File: src/rtl/svc_fifo_pkg.sv
// Shared definitions for the direction-aware service FIFO.
// Assumes: a single clock domain; the direction is one bit.
package svc_fifo_pkg;
    typedef enum logic {
        XFER_FWD = 1'b0,  // host writes, port side reads
        XFER_REV = 1'b1   // port side writes, host reads
    } xfer_dir_e;
endpackage

File: src/rtl/sfq_store.sv
// Circular byte storage with read and write pointers.
// Assumes: push and pop arrive already qualified against full and empty.
// The head entry is visible combinationally (first-word fall-through).
module sfq_store #(
    parameter int DEPTH = 16,
    parameter int WIDTH = 8
) (
    input  logic             clk,
    input  logic             rst_n,
    input  logic             flush,
    input  logic             push,
    input  logic             pop,
    input  logic [WIDTH-1:0] wdata,
    output logic [WIDTH-1:0] rdata
);
    localparam int AW = (DEPTH > 1) ? $clog2(DEPTH) : 1;
    localparam logic [AW-1:0] LAST = AW'(DEPTH - 1);

    logic [WIDTH-1:0] mem [DEPTH];
    logic [AW-1:0]    wr_ptr;
    logic [AW-1:0]    rd_ptr;

    // Pointer update with explicit wrap, so DEPTH need not be a power of two.
    always_ff @(posedge clk) begin
        if (!rst_n || flush) begin
            wr_ptr <= '0;
            rd_ptr <= '0;
        end else begin
            if (push) wr_ptr <= (wr_ptr == LAST) ? '0 : wr_ptr + 1'b1;
            if (pop)  rd_ptr <= (rd_ptr == LAST) ? '0 : rd_ptr + 1'b1;
        end
    end

    // Data array write; no reset needed on the contents.
    always_ff @(posedge clk) begin
        if (push && !flush) mem[wr_ptr] <= wdata;
    end

    // Head of queue.
    assign rdata = mem[rd_ptr];
endmodule

File: src/rtl/sfq_occ.sv
// Occupancy counter with registered full and empty flags.
// Assumes: a flush wins over a push or pop in the same cycle.
// Blocks a push while full and a pop while empty.
module sfq_occ #(
    parameter int DEPTH = 16
) (
    input  logic                         clk,
    input  logic                         rst_n,
    input  logic                         flush,
    input  logic                         push_req,
    input  logic                         pop_req,
    output logic                         push_ok,
    output logic                         pop_ok,
    output logic [$clog2(DEPTH+1)-1:0]   level,
    output logic                         full,
    output logic                         empty
);
    localparam int LW = $clog2(DEPTH + 1);
    localparam logic [LW-1:0] TOP = LW'(DEPTH);

    logic [LW-1:0] nxt;

    // Qualify the requests against the current flags.
    assign push_ok = push_req && !full && !flush;
    assign pop_ok  = pop_req && !empty && !flush;

    // Next occupancy from the qualified strobes.
    always_comb begin
        nxt = level;
        if (push_ok && !pop_ok) nxt = level + 1'b1;
        if (pop_ok && !push_ok) nxt = level - 1'b1;
    end

    // Register the count and the flags together.
    always_ff @(posedge clk) begin
        if (!rst_n || flush) begin
            level <= '0;
            full  <= 1'b0;
            empty <= 1'b1;
        end else begin
            level <= nxt;
            full  <= (nxt == TOP);
            empty <= (nxt == '0);
        end
    end
endmodule

File: src/rtl/sfq_svc_irq.sv
// Service-bit and interrupt generator.
// The threshold test depends on the direction: low occupancy in forward,
// high occupancy in reverse. Firing sets the service bit, which masks
// further firing until software writes it back to 0.
// Assumes: level is the registered occupancy; irq is a registered pulse.
module sfq_svc_irq #(
    parameter int LW     = 5,
    parameter int DEPTH  = 16,
    parameter int THRESH = 12
) (
    input  logic                     clk,
    input  logic                     rst_n,
    input  svc_fifo_pkg::xfer_dir_e  dir,
    input  logic [LW-1:0]            level,
    input  logic                     svc_wr,
    input  logic                     svc_wdata,
    output logic                     svc,
    output logic                     irq
);
    import svc_fifo_pkg::*;

    localparam logic [LW-1:0] REV_AT = LW'(THRESH);
    localparam logic [LW-1:0] FWD_AT = LW'(DEPTH - THRESH);

    logic hit;
    logic fire;

    // Direction-selected threshold test.
    always_comb begin
        if (dir == XFER_REV) hit = (level >= REV_AT);
        else                 hit = (level <= FWD_AT);
    end

    assign fire = hit && !svc;

    // Service bit: software write, then hardware set on firing.
    always_ff @(posedge clk) begin
        if (!rst_n)          svc <= 1'b1;
        else if (fire)       svc <= 1'b1;
        else if (svc_wr)     svc <= svc_wdata;
    end

    // Registered interrupt output.
    always_ff @(posedge clk) begin
        if (!rst_n) irq <= 1'b0;
        else        irq <= fire;
    end
endmodule

File: src/rtl/svc_fifo_irq.sv
// Top level: direction register, side selection and the three sub-blocks.
// Assumes: the inactive side's strobes are don't-care; a direction change
// flushes the FIFO and takes priority over any push or pop in that cycle.
module svc_fifo_irq #(
    parameter int DEPTH  = 16,
    parameter int WIDTH  = 8,
    parameter int THRESH = 12,
    localparam int LW    = $clog2(DEPTH + 1)
) (
    input  logic             clk,
    input  logic             rst_n,
    input  logic             dir_wr,
    input  logic             dir_wdata,
    output logic             dir_cur,
    input  logic             svc_wr,
    input  logic             svc_wdata,
    output logic             svc_bit,
    input  logic             host_wr,
    input  logic [WIDTH-1:0] host_wdata,
    input  logic             host_rd,
    output logic [WIDTH-1:0] host_rdata,
    input  logic             port_push,
    input  logic [WIDTH-1:0] port_wdata,
    input  logic             port_pop,
    output logic [WIDTH-1:0] port_rdata,
    output logic [LW-1:0]    level,
    output logic             full,
    output logic             empty,
    output logic             irq
);
    import svc_fifo_pkg::*;

    xfer_dir_e        dir_q;
    logic             flush;
    logic             push_req;
    logic             pop_req;
    logic             push_ok;
    logic             pop_ok;
    logic [WIDTH-1:0] in_byte;
    logic [WIDTH-1:0] head;

    // Direction register; a changed value requests a flush.
    always_ff @(posedge clk) begin
        if (!rst_n)      dir_q <= XFER_FWD;
        else if (dir_wr) dir_q <= xfer_dir_e'(dir_wdata);
    end

    assign flush = dir_wr && (dir_wdata != dir_q);

    // Route the active side's strobes and data to the queue.
    always_comb begin
        if (dir_q == XFER_REV) begin
            push_req = port_push;
            pop_req  = host_rd;
            in_byte  = port_wdata;
        end else begin
            push_req = host_wr;
            pop_req  = port_pop;
            in_byte  = host_wdata;
        end
    end

    sfq_occ #(.DEPTH(DEPTH)) u_occ (
        .clk      (clk),
        .rst_n    (rst_n),
        .flush    (flush),
        .push_req (push_req),
        .pop_req  (pop_req),
        .push_ok  (push_ok),
        .pop_ok   (pop_ok),
        .level    (level),
        .full     (full),
        .empty    (empty)
    );

    sfq_store #(.DEPTH(DEPTH), .WIDTH(WIDTH)) u_store (
        .clk   (clk),
        .rst_n (rst_n),
        .flush (flush),
        .push  (push_ok),
        .pop   (pop_ok),
        .wdata (in_byte),
        .rdata (head)
    );

    sfq_svc_irq #(.LW(LW), .DEPTH(DEPTH), .THRESH(THRESH)) u_irq (
        .clk       (clk),
        .rst_n     (rst_n),
        .dir       (dir_q),
        .level     (level),
        .svc_wr    (svc_wr),
        .svc_wdata (svc_wdata),
        .svc       (svc_bit),
        .irq       (irq)
    );

    assign dir_cur    = dir_q;
    assign host_rdata = head;
    assign port_rdata = head;
endmodule

File: config.mk
export PLATFORM = sky130hd
export DESIGN_NAME = svc_fifo_irq
export DESIGN_NICKNAME = d
export VERILOG_FILES = /design/src/rtl/svc_fifo_pkg.sv /design/src/rtl/sfq_store.sv /design/src/rtl/sfq_occ.sv /design/src/rtl/sfq_svc_irq.sv /design/src/rtl/svc_fifo_irq.sv
export SDC_FILE = /design/constraint.sdc
export NUM_CORES = 1
export LEC_CHECK = 0
export ABC_AREA = 1
export CORE_UTILIZATION = 40
export DETAILED_ROUTE_END_ITERATION = 8
export PLACE_DENSITY_LB_ADDON = 0.08
export RECOVER_POWER = 50
export SYNTH_ARGS = -nofsm -noshare
export SYNTH_HDL_FRONTEND = slang
export SYNTH_SLANG_ARGS = --single-unit
export TNS_END_PERCENT = 100
File: constraint.sdc
create_clock -name clk -period 2.1 [get_ports clk]
set_input_delay 0.315 -clock clk [delete_from_list [all_inputs] [get_ports clk]]
set_output_delay 0.315 -clock clk [all_outputs]
set_load 0.005 [all_outputs]
# --- After elaboration in Yosys (flattened, before gate mapping) ---
# Memory sizes are Yosys's and may differ from the RTL's. A register that Yosys moved wholly into a read port is not among the register bits.
# Index checks and enable logic that the tools add are counted.
word_totals:
  mem_count: 1
  mem_bits_rw: 128
  word_cells: 51
  ff_bits: 18
  in_bits: 26
classes:
  n_mux: 12
  n_addsub: 4
  n_eq_ne: 4
  reduce_logical: 19
  n_bitwise: 1
  order_cmp: 2
memory_table:
  columns: ["memory", "words", "word_bits", "rd", "rd_clocked_by_memory_dff", "write_ports", "line", "text"]
  rows:
  - ["u_store.mem", 16, 8, 1, 1, 1, "sfq_store.sv:19", "logic [WIDTH-1:0] mem [DEPTH];"]
op_table:
  columns: ["op", "n"]
  rows:
  - ["2-to-1 mux 4 bit", 4]
  - ["2-to-1 mux 5 bit", 2]
  - ["logical AND 1 bit", 9]
  - ["adder 4 x 1 -> 4 bit, second input constant", 2]
  - ["equality test 4 bit, second input constant", 2]
  - ["2-to-1 mux 8 bit", 1]
  - ["logical NOT 1 bit", 7]
  - ["adder 5 x 1 -> 5 bit, second input constant", 1]
  - ["equality test 5 bit, second input constant", 1]
  - [">= comparator 5 x 4 -> 1 bit, second input constant", 1]
  - ["less-or-equal comparator 5 x 3 -> 1 bit, second input constant", 1]
  - ["logical NOT 5 bit", 1]
  - ["2-to-1 mux 1 bit", 5]
  - ["subtractor 5 x 1 -> 5 bit, second input constant", 1]
  - ["OR reduction 2 bit", 1]
  - ["logical OR 1 bit", 1]
  - ["!= test 1 bit", 1]
  - ["NOT 1 bit", 1]

# --- Longest topological paths before layout ---
# Gate-level depths: netlist (run 1).
logic_depth:
  depth_word: 9
  ltp_mapped: 12
  mapped_depth_nobuf: 12

# --- Hierarchy ---
# Synthesis (run 1) repeated with hierarchy kept, for this count alone.
hier_totals:
  hier_cells: 746
  hier_area_um2: 6993.0
modules_own_cells:
  columns: ["module", "area_per_inst_um2", "n_inst", "cells_each", "seq_area_each_um2"]
  rows:
  - ["sfq_store", 6072.1, 1, 596, 4083.9]
  - ["sfq_occ", 510.5, 1, 83, 140.1]
  - ["svc_fifo_irq", 299.0, 1, 50, 20.0]
  - ["sfq_svc_irq", 111.4, 1, 17, 40.0]

# --- Least setup slack after synthesis (run 1) ---
# Ideal clock, no wire load.
synth_path:
  path_type: "flip-flop to flip-flop"
  from: "register dir_q, in the netlist dir_cur"
  to: "memory u_store.mem[7][0] (enable)"
  synth_period_minus_slack_ps: 2040
  required_ps: 1717
  t_arrival_ps: 1657
  setup_time_ps: 383
  slack_ps: 60
  path_stages_with_launch: 7
  path_cell_list: "dfxtp_1 -> buf_6 -> nand2_2 -> nand3_4 -> nor2_4 -> nand2_1 -> nor3_1"
synth_via:
  elab_chain_len: 7
  word_cells_on_any_way: 9
synth_rtl:
  columns: ["element", "line", "text"]
  rows:
  - ["start: declaration", "svc_fifo_irq.sv:33", "xfer_dir_e dir_q;"]
  - ["start signal: assignment", "svc_fifo_irq.sv:45", "else if (dir_wr) dir_q <= xfer_dir_e'(dir_wdata);"]
  - ["!= test 1 bit", "svc_fifo_irq.sv:48", "assign flush = dir_wr && (dir_wdata != dir_q);"]
  - ["logical AND 1 bit", "svc_fifo_irq.sv:48", null]
  - ["logical NOT 1 bit", "sfq_store.sv:36, sfq_occ.sv:24", null]
  - ["logical AND 1 bit", "sfq_occ.sv:24", "assign push_ok = push_req && !full && !flush;"]
  - ["logical AND 1 bit *", "sfq_store.sv:36", "if (push && !flush) mem[wr_ptr] <= wdata;"]
  - ["2-to-1 mux 1 bit *", "sfq_store.sv:36", null]
  - ["2-to-1 mux 1 bit (not written as such) *", "sfq_store.sv:36", null]
  - ["end: declaration", "sfq_store.sv:19", null]
# Every way passes the cells marked *; elsewhere a longest branch is shown, timed or not.

==> out/metrics.cfg, run 1 <==
[setup_path]
path_class = reg -> out
critPathMaxStageDelay_ps = 390
path_max_fanout = 7
end_kind = output port
arrival_ps = 1940
slowest_stage = dfxtp_4
required_ps = 1780
path_cells = buf_6 > buf_6 > mux2i_4 > o211ai_1 > o211ai_1 > nand2_1 > buf_2
startpoint_type = register

[synth]
synth_area_um2 = 6540
syn_avg_cell_area_um2 = 11.8
ys_warn_count = 0
synthCells = 553
synth.distinct_cells = 32
seq_area_frac_synth_pct = 65.6
synth_top_family_by_area = simple AND/OR/NAND/NOR gates
synth_compound_gate_area_share_pct = 10.7
synth_seq_cells = 150
synth_nets = 586
synth-xor-area-share_pct = 0.536
yosys.area_share.simple_pct = 10.8
synth_fa_ha_area_share_pct = 1.34
synthMuxAreaShare_pct = 5.05

[die]
num_rows = 46
coreArea_um2 = 15900
die_w_um = 130
dieArea_um2 = 16900
start_util_pct = 41.0
fp.dieH_um = 130
ios = 52

[outcome]
outcome = complete, but fails checks
violations = negative setup slack

[power]
leakage_nw = 3.10
ir_worst_vdd_mv = 0.663
switching_share_pct = 24.6
netSwitchingPower_mw = 1.81
total_power_mw = 7.34
seqPwrFrac_pct = 45.9
p_clk_share_pct = 40.4
pwr-share-comb_pct = 13.7
p_int_mw = 5.54
powerDensity_nw_per_um2 = 878

[clock_tree]
cts_hold_buf = 0
numCtsBuffers = 17
cts_buffer_depth = 2
cts_root_buffer = clkbuf_16
clock-sinks = 150
cts_tree = built
clk_pin_slew_ps = 60
h-tree-depth = 4
clk-insertion-delay-late_ps = 420

[global_route]
grt-ovfl-total = 0
use_met2_pct = 34.4
use_met3_pct = 4.84
antenna_found_initial = 0
top_usage_layer = met2
grt_pass1_vias = 4479
gr-usage-met1_pct = 26.6
groute.usage.overall_pct = 20.7
grt_max_degree = 25
grt_pass1_wl_um = 24800

[placement]
dpl.hpwl_um = 10600
gp_congestion = 0.856
pre_cts_slack_ps = -48.0
io_buffers = 51
placed_cells = 832

[layout]
drive_gt1_share_pct = 22.7
diodes = 0
final_cells = 880
final_cell_mix = edfxtp_1 (128), nand2_1 (70), inv_1 (54)
mostFrequentLayoutCell = edfxtp_1
finalNetCount = 684
syn_to_final_growth_pct = 28.0

[detailed_routing]
via_count = 4418
wl_per_cell_um = 18.0
remaining_drc_errors = 0
first_pass_iters = 4
wirelength_um = 15800
antenna_left = 0
dr.first_iter.drc_count = 261
via_per_inst = 5.02

[sta]
rsz0062_at_grt = yes
finalMaxSlewViolations = 0
fin_ws_ps = -160
tightestPinTransition_ps = 618
finalCritPeriodShare_pct = 108
max-slew-margin-rel_pct = 58.7
hold_viol = 0
setup_viol = 14
period_needed_ps = 2260
skew_ps = 16.1
max_freq_ghz = 0.443

[run]
maxCapViolations = 0

[worst_hold_path]
min-delay-path-class = in -> reg

Yosys cell counts:
master | count | share of area, %
edfxtp_1 | 128 | 59
nand2_1 | 70 | 4.0
inv_1 | 54 | 3.1
o21ai_0 | 46 | 3.5
a21oi_1 | 42 | 3.2
mux2i_1 | 33 | 5.1
o211ai_1 | 33 | 3.8
nor2_1 | 27 | 1.6
dfxtp_1 | 22 | 6.7
nand3_1 | 22 | 1.7
clkbuf_1 | 14 | 0.80
buf_4 | 10 | 1.1
ha_1 | 7 | 1.3
buf_2 | 5 | 0.38
nand4_1 | 5 | 0.48
inv_2 | 4 | 0.23
nand2_2 | 4 | 0.38
nand3_2 | 4 | 0.61
xor2_1 | 4 | 0.54
nor2_2 | 3 | 0.29
nor3_1 | 3 | 0.23
buf_1 | 2 | 0.11
nor2_4 | 2 | 0.34
a21oi_2 | 1 | 0.13
buf_6 | 1 | 0.17
clkinv_1 | 1 | 0.057
nand2_4 | 1 | 0.17
nand3_4 | 1 | 0.27
nand3b_4 | 1 | 0.31
nor2_8 | 1 | 0.31
nor3b_1 | 1 | 0.11
o21ai_1 | 1 | 0.077
kinds of logic after synthesis:
family,count (synthesis)
buffers and inverters,91
AND/OR/NAND/NOR,145
XOR/XNOR,4
AO/OA/AOI/OAI,123
flip-flops,150
adder cells (fa/ha/maj),7
multiplexers,33
area by class of cell:
class / count / area [um^2]
clock buffer: 18 / 429
sequential: 150 / 4290
clock inverter: 14 / 153
fill: 1399 / 7580
tap: 216 / 270
multi-input combinational: 312 / 1960
timing repair buffer: 111 / 1040
inverter: 59 / 221
power by group through the flow:
| stage | logic, mW | clock network (mW) | registers [mW] |
|---|---|---|---|
| after detailed placement | 0.950 | 0 | 3.44 |
| after global placement | 0.940 | 0 | 3.44 |
| after floorplan | 0.545 | 0 | 3.42 |
| after CTS | 1.02 | 3.03 | 3.37 |
| final | 1.00 | 2.96 | 3.37 |
| after global routing | 1.11 | 3.15 | 3.38 |
registers in the layout, summed over array words and instances (netlist names), named ones only:
signal / flops
u_irq.irq: 1
u_occ.level: 5
u_store.rd_ptr: 4
u_store.wr_ptr: 4
u_occ.empty: 1
u_store.mem: 128
u_occ.full: 1
dir_cur: 1
u_irq.svc: 1
routing by layer:
layer / part of all wire (%) / routed length (um)
met1: 44 / 7010
met2: 50 / 7900
met3: 4.1 / 646
met4: 1.6 / 257
met5: 0 / 0
repair_timing:
action                     CTS  global route
buffers inserted            15             4
setup endpoints to repair   16            24
gates cloned                 4             0
resized for setup          109            25
pin swaps                   29            27
metrics by stage:
step	util, %	TNS, ps	cell area [um^2]	hold slack [ps]
finish	52.5	-1280	8370	467
global route	52.5	-15430	8370	490
CTS	52.5	-2450	8370	455
detailed placement	47.3	-364	7540	486
global placement	47.3	-128	7540	477
floorplan	-	0	6540	400
path summary, 6_finish.rpt:
path                            depth (start not counted)  slack [ps]                end              start
worst max-delay path                                    7        -160      host_rdata[1]           register
worst min-delay path                                    2         470          u_irq.svc              rst_n
worst max register to register                          7           0  u_store.mem[7][4]            dir_cur
worst min register to register                          2         500           register  u_store.rd_ptr[2]
worst max-delay path: cells and delay by family, from the launching register on:
kind	cells	cell delay, ps
AND/OR/NAND/NOR	1	110
AO/OA/AOI/OAI	2	490
buffers and inverters	3	360
multiplexers	1	170
flip-flops	1	390
Note: power is estimated with default switching activity, not from simulation.
==> run 2, diff against run 1 <==
--- a/config.mk
+++ b/config.mk
@@ -6,7 +6,7 @@
 export NUM_CORES = 1
 export LEC_CHECK = 0
 export ABC_AREA = 1
-export CORE_UTILIZATION = 40
+export CORE_UTILIZATION = 52
 export DETAILED_ROUTE_END_ITERATION = 8
 export PLACE_DENSITY_LB_ADDON = 0.08
 export RECOVER_POWER = 50
==> run 2 against run 1 <==
Cell count down 5.2%. Routed wire length down 1.5%. Sequential power about the same. Clock skew down 11 ps. The run still ends with negative setup slack left. Register-to-register slack better by 30 ps. Power up 1.6%.
==> out/metrics.cfg, run 2 (synthesis gave the netlist of run 1 again) <==
[detailed_routing]
first_pass_iters = 5
dr.first_iter.drc_count = 349
antenna_left = 0
wirelength_um = 15600
via_count = 4530
via_per_inst = 5.43
remaining_drc_errors = 0
wl_per_cell_um = 18.7

[die]
num_rows = 40
start_util_pct = 54.0
ios = 52
die_w_um = 114
fp.dieH_um = 114
dieArea_um2 = 13000
coreArea_um2 = 12100

[setup_path]
required_ps = 1780
end_kind = output port
startpoint_type = register
path_class = reg -> out
path_max_fanout = 4
arrival_ps = 1860

[layout]
mostFrequentLayoutCell = edfxtp_1
top_regs = u_store.mem (128), u_occ.level (5)
fillCellCount = 872
final_cells = 834
fin_util_pct = 69.7
diodes = 0
largest_reg_flops = 128
drive_gt1_share_pct = 21.6
final_cell_mix = edfxtp_1 (128), nand2_1 (70), inv_1 (55)
fin_area_um2 = 8440
top_register = u_store.mem
syn_to_final_growth_pct = 29.1
finalNetCount = 687

[worst_hold_path]
min-delay-path-class = reg -> reg

[sta]
period_needed_ps = 2180
max-slew-margin-rel_pct = 40.8
skew_ps = 5.34
rsz0062_at_grt = yes
max_freq_ghz = 0.459
setup_viol = 16
finalCritPeriodShare_pct = 104
tightestPinTransition_ps = 888
finalMaxSlewViolations = 0
fin_ws_ps = -79.3
fin_setup_tns_ps = -791
hold_slack_ps = 499
hold_viol = 0

[global_route]
grt_max_degree = 33
antenna_found_initial = 0
grt_pass1_wl_um = 23800
groute.usage.overall_pct = 25.7
grt-ovfl-total = 0
grt_pass1_vias = 4420

[clock_tree]
clock-sinks = 150
clk_pin_slew_ps = 60
numCtsBuffers = 17
cts_buffer_depth = 2
cts_tree = built
h-tree-depth = 4
cts_root_buffer = clkbuf_16
clk-insertion-delay-late_ps = 410

[placement]
placed_cell_area_um2 = 7530
placed_cells = 790
dpl.hpwl_um = 9910
io_buffers = 51
gp_congestion = 0.872

[run]
maxCapViolations = 0

[outcome]
outcome = complete, but fails checks
violations = negative setup slack

[power]
leakage_nw = 3.12
ir_worst_vdd_mv = 0.611
powerDensity_nw_per_um2 = 884

run 2: cell types whose count changed in the layout (fill, tap and decap cells not counted), sizes merged:
cell and change:
bufbuf -1, bufinv +1, clkbuf +9, clkdlybuf4s50 -1
clkinv -7, clkinvlp +2, dlygate4sd3 +1, inv -2
run 2: power breakdown:
part           internal, mW  total (mW)  leakage [nW]  switching, mW
Combinational         0.457        1.01          1.49          0.554
Clock                  1.98        3.08         0.295           1.09
Sequential             3.33        3.37          1.34         0.0429
Total                  5.77        7.46          3.12           1.69
run 2: routing by layer:
metal  track usage [%]  vias up  wire length [um]
met4              11.4        0               464
met1              33.5     2188              6560
met2              41.4      151              7680
met5                 0        -                 0
met3              5.93       29               866
li1                  -     2162                 -
run 2: final timing paths:
kind | start | to | slack, ps | cells past startpoint
max | register | host_rdata[1] | -80 | 7
max reg2reg | dir_cur | u_store.mem[7][5] | 30 | 7
min | u_store.rd_ptr[2] | u_store.rd_ptr[2] | 500 | 2
min reg2reg | u_store.rd_ptr[2] | u_store.rd_ptr[2] | 500 | 2
run 2: repair_timing:
action,in CTS,in global routing
setup endpoints to repair,16,45
pin swaps,27,19
hold buffers,0,0
gates cloned,4,2
buffers inserted,9,1
resized for setup,132,18
run 2: final cells by class:
type                            count  area [um^2]  share of cell area [%]
Inverter                           59          221                    2.62
Timing Repair Buffer              114         1120                    13.3
Multi-Input combinational cell    312         1980                    23.5
Tap cell                          168          210                    2.49
Clock inverter                      8          124                    1.47
Clock buffer                       23          488                    5.78
Sequential cell                   150         4290                    50.8
run 2: metrics by stage:
step,power (mW),setup slack (ps)
after floorplan,3.96,59.7
after global placement,4.34,-36.4
after detailed placement,4.36,-69.6
after CTS,7.51,-116
after global routing,7.74,-190
final,7.46,-79.3
run 2: worst max-delay path, cell delays in order, from the launching register on:
cell and delay, ps:
dfxtp_4 360, buf_6 130, buf_6 110, mux2i_1 110, o211ai_1 380, o211ai_1 150, nand2_1 100, buf_2 110
==> run 3, diff against run 2 <==
==> constraint.sdc (replaced) <==
create_clock -name clk -period 1.9 [get_ports clk]
set_input_delay 0.285 -clock clk [delete_from_list [all_inputs] [get_ports clk]]
set_output_delay 0.285 -clock clk [all_outputs]
set_load 0.005 [all_outputs]
==> run 3 against run 2 <==
The run still ends with negative setup slack left. First-iteration DRC count shrank 6.9%. Clock skew grew 4.4 ps. Global-route usage grew 0.95 points. Count of clock-buffer cells in the layout shrank 3. Critical path type unchanged. Largest power group unchanged.
==> out/metrics.cfg, run 3 (synthesis gave the netlist of run 1 again) <==
[placement]
io_buffers = 51
placed_cell_area_um2 = 7710
pre_cts_slack_ps = -215
gp_congestion = 0.837
dpl.hpwl_um = 10400

[layout]
largest_reg_flops = 128
final_cell_mix = edfxtp_1 (128), nand2_1 (69), inv_1 (55)
top_register = u_store.mem
syn_to_final_growth_pct = 31.2
fillCellCount = 889
top_regs = u_store.mem (128), u_occ.level (5)
diodes = 0
drive_gt1_share_pct = 24.5
fin_util_pct = 70.8
fin_area_um2 = 8580
finalNetCount = 710
mostFrequentLayoutCell = edfxtp_1

[worst_hold_path]
min-delay-path-class = in -> reg
min_from = rst_n
whs_path_depth = 2
min_to = u_irq.svc

[power]
pwr-share-comb_pct = 14.5
p_int_mw = 6.35
netSwitchingPower_mw = 1.98
leakage_nw = 3.24
switching_share_pct = 23.7
powerDensity_nw_per_um2 = 970
p_clk_share_pct = 40.8
ir_worst_vdd_mv = 0.791
seqPwrFrac_pct = 44.7

[clock_tree]
clk_pin_slew_ps = 60
cts_tree = built
clk-insertion-delay-late_ps = 420
cts_root_buffer = clkbuf_16
cts_hold_buf = 0
numCtsBuffers = 17
h-tree-depth = 4
clock-sinks = 150
cts_buffer_depth = 2

[detailed_routing]
antenna_left = 0
via_per_inst = 5.40
top_layer = met4
wl_met2_um = 8040
dr.first_iter.drc_count = 325
met3_length_um = 814
wl_per_cell_um = 18.5
remaining_drc_errors = 0
wirelength_um = 15900
via_count = 4629
routedLengthMet1_um = 6620
first_pass_iters = 4

[sta]
tightestPinTransition_ps = 567
setup_viol = 62
period_needed_ps = 2230
max-slew-margin-rel_pct = 62.1
finalMaxSlewViolations = 0
hold_slack_ps = 430
finalCritPeriodShare_pct = 118
skew_ps = 9.72
max_freq_ghz = 0.447
hold_viol = 0
fin_ws_ps = -335
rsz0062_at_grt = yes

[run]
maxCapViolations = 0

[setup_path]
r2r_cells = 10
required_ps = 1620
path_max_fanout = 7
r2r-end = u_occ.full
startpoint_type = register
r2r-start = dir_cur
ff2ff_setup_slack_ps = -180
end_kind = output port
path_class = reg -> out
arrival_ps = 1950

[outcome]
outcome = complete, but fails checks
violations = negative setup slack

[die]
fp.dieH_um = 114
ios = 52
start_util_pct = 54.0
dieArea_um2 = 13000
coreArea_um2 = 12100
die_w_um = 114
num_rows = 40

[global_route]
grt_pass1_wl_um = 24900
grt_max_degree = 18
groute.usage.overall_pct = 26.7
grt_pass1_vias = 4648
antenna_found_initial = 0
grt-ovfl-total = 0

run 3: cell types whose count changed in the layout (fill, tap and decap cells not counted), sizes merged:
cell          delta
clkinvlp         +1
clkbuf           -6
bufbuf           +1
inv              +1
dlymetal6s2s     +1
buf             +24
clkinv           +2
run 3: final cells by class:
type	instances	area [um^2]	share of cell area, %
clock buffers	20	447	5.21
flip-flops and latches	150	4290	50.0
clock inverters	12	154	1.79
well taps	168	210	2.45
inverters	59	223	2.60
repair buffers	137	1330	15.5
multi-input cells	312	1930	22.5
run 3: worst max path at each step:
stage	from	endpoint	slack, ps
2_1_floorplan	dir_cur	u_store.mem[3][0]	80
4_1_cts	register	host_rdata[5]	-360
3_5_place_dp	register	host_rdata[3]	-220
3_3_place_gp	register	host_rdata[3]	-200
6_report	register	host_rdata[5]	-330
5_1_grt	register	host_rdata[5]	-420
run 3: metal layers:
layer | GRT usage (%) | vias up
met5 | 0 | -
met4 | 13.7 | 0
met3 | 5.03 | 35
met2 | 44.4 | 133
met1 | 33.4 | 2244
li1 | - | 2217
run 3: through the flow:
stage	TNS [ps]	power (mW)	std cells
after detailed placement	-11460	4.93	802
after CTS	-4360	8.40	858
after floorplan	0	4.38	553
after global routing	-21640	8.60	858
after global placement	-7180	4.90	802
final	-5520	8.32	858
run 3: critical path: stages (launching register included):
cell and delay, ps:
dfxtp_4 400, buf_12 150, buf_6 100, mux2i_1 180, buf_4 160, o21ai_4 60
o211ai_1 160, nand2_1 90, buf_4 140, buf_6 100
run 3: power by group through the flow:
| stage | Clock [mW] | Combinational [mW] | Sequential (mW) |
|---|---|---|---|
| floorplan | 0 | 0.603 | 3.78 |
| global placement | 0 | 1.12 | 3.79 |
| detailed placement | 0 | 1.14 | 3.79 |
| CTS | 3.43 | 1.25 | 3.72 |
| global route | 3.55 | 1.32 | 3.73 |
| finish | 3.39 | 1.21 | 3.72 |
run 3: what timing repair did:
item                       CTS  global route
setup endpoints to repair   16            24
setup buffers               20             1
pin swaps                   34            16
cloned                       4             0
resized for setup          123             9
